[config.mk]
export PLATFORM = sky130hd
export DESIGN_NAME = sdrc_crc7
export DESIGN_NICKNAME = d
export VERILOG_FILES = /design/src/rtl/sdrc_crc7.sv
export SDC_FILE = /design/constraint.sdc
export NUM_CORES = 1
export LEC_CHECK = 0
export ABC_AREA = 1
export ABC_CLOCK_PERIOD_IN_PS = 1300
export BUFFER_PORTS_ARGS = -buffer_cell sky130_fd_sc_hd__buf_2
export CORE_AREA = 4 4 41 43
export CTS_CLUSTER_DIAMETER = 30
export DETAILED_ROUTE_END_ITERATION = 10
export DIE_AREA = 0 0 45 47
export PLACE_DENSITY = 0.51
export SYNTH_ARGS = -nofsm -noshare
export SYNTH_HDL_FRONTEND = slang
export SYNTH_SLANG_ARGS = --single-unit
[constraint.sdc]
create_clock -name clk -period 1.3 [get_ports clk]
set_clock_uncertainty 0.1 [all_clocks]
set_input_delay 0.26 -clock clk [delete_from_list [all_inputs] [get_ports clk]]
set_output_delay 0.26 -clock clk [all_outputs]
set_load 0.01 [all_outputs]
[src/rtl/sdrc_crc7.sv]
module sdrc_crc7 #(
  parameter int unsigned W = 7,
  parameter logic [W-1:0] POLY = 7'h09
) (
  input  logic         clk,
  input  logic         rst_n,
  input  logic         clr_i,
  input  logic         en_i,
  input  logic         bit_i,
  output logic [W-1:0] crc_o
);
  logic [W-1:0] crc_q, crc_d;
  logic         fb;

  always_comb begin
    fb    = crc_q[W-1] ^ bit_i;
    crc_d = crc_q;
    if (clr_i) begin
      crc_d = '0;
    end else if (en_i) begin
      crc_d = {crc_q[W-2:0], 1'b0} ^ (fb ? POLY : '0);
    end
  end

  always_ff @(posedge clk or negedge rst_n) begin
    if (!rst_n) crc_q <= '0;
    else        crc_q <= crc_d;
  end

  assign crc_o = crc_q;
endmodule

# Word-level counts from Yosys, hierarchy flattened

Cells that the tools add are included.

Register bits after elaboration: 7

Multiplexer cells: 3
Bitwise logic cells: 2
Reduce and logical (&&, ||, !) cells: 1

Operators by type and width:

| operator                   | number |
|---|---|
| two-way mux 7 bit          | 2 |
| bitwise XOR 7 x 4 -> 7 bit | 1 |
| two-way mux 4 bit          | 1 |
| nonzero test 2 bit         | 1 |
| bitwise XOR 1 bit          | 1 |

# Depth between registers and ports, before layout

Depth after elaboration: 5
Mapped depth: 5
Mapped depth without buffers: 5

# Worst setup path before layout

No wires, ideal clock.

Path kind: reg2reg
Start point: register crc_q[6] (netlist: crc_o[6])
End point: register crc_q[3] (netlist: crc_o[3])
Path buffers: 0
Period minus slack after synthesis: 927 ps
Data required time: 1083 ps
Setup slack: 373 ps
Stages on the path, launching flop included: 6
Arrival time: 710 ps
Cell sequence: dfrtp_1 inv_2 nand2_2 nand3_1 nand3_1 nand2_1

Longest elaborated chain between the ends: 5

RTL lines:

| item                       | line | source |
|---|---|---|
| from (decl)                | 12   | `logic [W-1:0] crc_q, crc_d;` |
| from (signal assigned)     | 27   | `else crc_q <= crc_d;` |
| bitwise XOR 1 bit          | 16   | `fb = crc_q[W-1] ^ bit_i;` |
| two-way mux 4 bit          | 21   | `crc_d = {crc_q[W-2:0], 1'b0} ^ (fb ? POLY : '0);` |
| bitwise XOR 7 x 4 -> 7 bit | 21   |  |
| two-way mux 7 bit          | 20   | `end else if (en_i) begin` |
| two-way mux 7 bit          | 18   | `if (clr_i) begin` |

No other way between the ends. The select of a mux whose other input is x is not followed.
A chain may end at the register's enable or synchronous reset.

# Worst setup path in the final report

Start point: register crc_q[6] (netlist: crc_o[6])
End point: output port crc_o[6]

RTL lines:

| item      | line | source |
|---|---|---|
| to (decl) | 10   | `output logic [W-1:0] crc_o` |

No word-level cell between the ends.

==> results.cfg <==
[setup_path]
critical_path.max_fanout = 4
timing.critical_path.from_type = flop
worst_setup_path_end_kind = output pin
worstPathArrival_ns = 0.81
critical_path.top_delay_family = flip-flops
timing.critical_path.cells = buf_2
cp_slowest_cell = dfrtp_1
critical_path_required_ns = 0.94
critical_path_buf_inv_count = 1
cpPeakStageDelay_ns = 0.41
crit_type = reg -> out

[timing]
whs_ns = 0.2083
timing_max_transition_violations_final = 0
timing.final.crit_period_ns = 1.173
worst_slew_pin_slew_ns = 0.1597
report.final.setup_viol = 0
max-slew-margin-rel = 0.8935
finalSetupTns_ns = 0
grt_setup_unrepaired = false
timing.final.crit_share = 0.9019
hold_viol = 0
maxClockFrequency_mhz = 852.9

[yosys]
postSynthRegisterBits = 7
synth_area_per_cell_sq_um = 8.758
yosysSeqAreaShare = 0.5556
synth_cells = 36
synth_fp_nets = 41
library_cells_used_by_synthesis = 9
post_synth_instance_area_sq_um = 315.3
yosys_warnings = 0

[flow_run]
timing.max_cap.violations = 0

[clocking]
tritoncts = done
ctsRootBufferMaster = clkbuf_4
worst_skew_pair.late_latency_ns = 0.25
ctsLongestPathBuffers = 2
cts_inserted_buffers = 3
cts_max_level = 1
postCtsResizedCells = 0
numClockSinks = 7
clk_pin_slew_ns = 0.05

[global_route]
grt_first_pass_wirelength_um = 1124
antenna_violations_before_repair = 0
grt_pass1_vias = 273
grt_util_all_layers = 0.07821
grt_max_degree = 8
global_route_total_overflow = 0

[layout]
largest_register_ffs = 7
post_route_cells_drive_above_1_share = 0.4231
area_growth_pct = 35.32
finalNonFillerCells = 67
num-fill-cells = 151
nets = 58
final_cell_area_sq_um = 426.7
antennaDiodeCount = 0

[die]
die_ar_sq_um = 2115
die_y_um = 47
die_w_um = 45
core.rowCount = 13
area_of_the_core_region_sq_um = 1301
initial_cell_density_of_the_core = 0.2423
io_pins = 12

[detailed_routing]
route.detailed.vias_per_inst = 4.209
drt_wl_total_um = 648
wl_per_cell_um = 9.672
detail_route.first_pass.iterations = 4
antenna_violating_nets_post_route = 0
dr.first_iter.drc_count = 5
num_vias = 282
drc = 0

[power_and_ir_drop]
p_leak_nw = 0.2264
power.density_nw_per_um2 = 1113
vdd.ir_drop.worst_v = 0.0005053

[place]
number_of_port_buffers = 11
placedCellCount = 62
post_dp_cell_area_sq_um = 389.1
routabilityCongestion = 0.7133
hpwl_um = 531.1

[worst_hold_path]
hold_class = in -> reg

[status]
status = finished clean
[per-layer routing]
metal / wire length [um] / GRT usage / vias up
li1: - / - / 147
met4: 0 / 0.07018 / 0
met2: 260 / 0.09322 / 8
met1: 344 / 0.1101 / 127
met3: 43 / 0.02299 / 0
met5: 0 / 0 / -
[kinds of logic (layout without fill, tap and decap cells)]
group,Yosys count,in the layout,synth area share
compound gates,6,6,0.1111
buf+inv,10,26,0.1190
simple gates,13,13,0.2143
flops,7,7,0.5556
[stage by stage]
step / power (mW) / worst slack [ns] / util
6_report: 0.4748 / 0.1275 / 0.3279
5_1_grt: 0.5068 / 0.08064 / 0.3279
4_1_cts: 0.4867 / 0.1185 / 0.3279
3_5_place_dp: 0.2841 / 0.3746 / 0.2990
3_3_place_gp: 0.2844 / 0.3683 / 0.2990
2_1_floorplan: 0.2601 / 0.3726 / -
[area by class of cell]
| cell class | count | area, sq um | area share |
|---|---|---|---|
| clock inverter | 1 | 5.005 | 0.01173 |
| timing repair buffer | 12 | 65.06 | 0.1525 |
| inverter | 10 | 37.54 | 0.08798 |
| sequential | 7 | 175.2 | 0.4106 |
| tap | 15 | 18.77 | 0.04399 |
| multi-input combinational | 19 | 102.6 | 0.2405 |
| clock buffer | 3 | 22.52 | 0.05279 |
[synth_stat cells]
cell,instances,share of area
dfrtp_1,7,0.56
inv_1,6,0.071
inv_2,4,0.048
nand2_1,5,0.060
nand2_2,2,0.040
nand3_1,5,0.079
nor2_4,1,0.036
o21ai_1,2,0.032
o22ai_1,4,0.079
[placed cells by master, fill, tap and decap left out]
| cell | instances |
|---|---|
| nand2_2 | 2 |
| dlygate4sd3_1 | 1 |
| inv_2 | 4 |
| nand2_1 | 5 |
| clkbuf_4 | 3 |
| o21ai_1 | 2 |
| clkinv_2 | 1 |
| nand3_1 | 5 |
| inv_1 | 6 |
| buf_2 | 11 |
| dfrtp_1 | 7 |
| nor2_4 | 1 |
| o22ai_1 | 4 |
[report_power, final]
group / total [mW] / internal, mW / switching, mW
Clock: 0.193 / 0.112 / 0.0809
Combinational: 0.0523 / 0.0205 / 0.0318
Sequential: 0.229 / 0.225 / 0.00417
[tightest hold or removal path, delay by kind of cell]
kind                   cells  cell delay, ns
AND/OR/NAND/NOR            2            0.12
buffers and inverters      2            0.13
[what timing repair did]
action                    CTS  global route
hold buffers                1             0
hold endpoints to repair    7             0
buffers inserted            0             0
[path summary, 6_finish.rpt]
kind | startpoint | endpoint | slack, ns | cells past startpoint
setup / recovery | crc_o[6] | crc_o[6] | 0.13 | 1
setup reg to reg | crc_o[6] | crc_o[3] | 0.37 | 5
min in group asynchronous | rst_n | crc_o[4] | 0.27 | 2
hold reg to reg | crc_o[3] | crc_o[4] | 0.43 | 2
hold / removal | en_i | crc_o[3] | 0.21 | 4
max in group asynchronous | rst_n | crc_o[1] | 0.68 | 2
(Power assumes the default switching activity.)
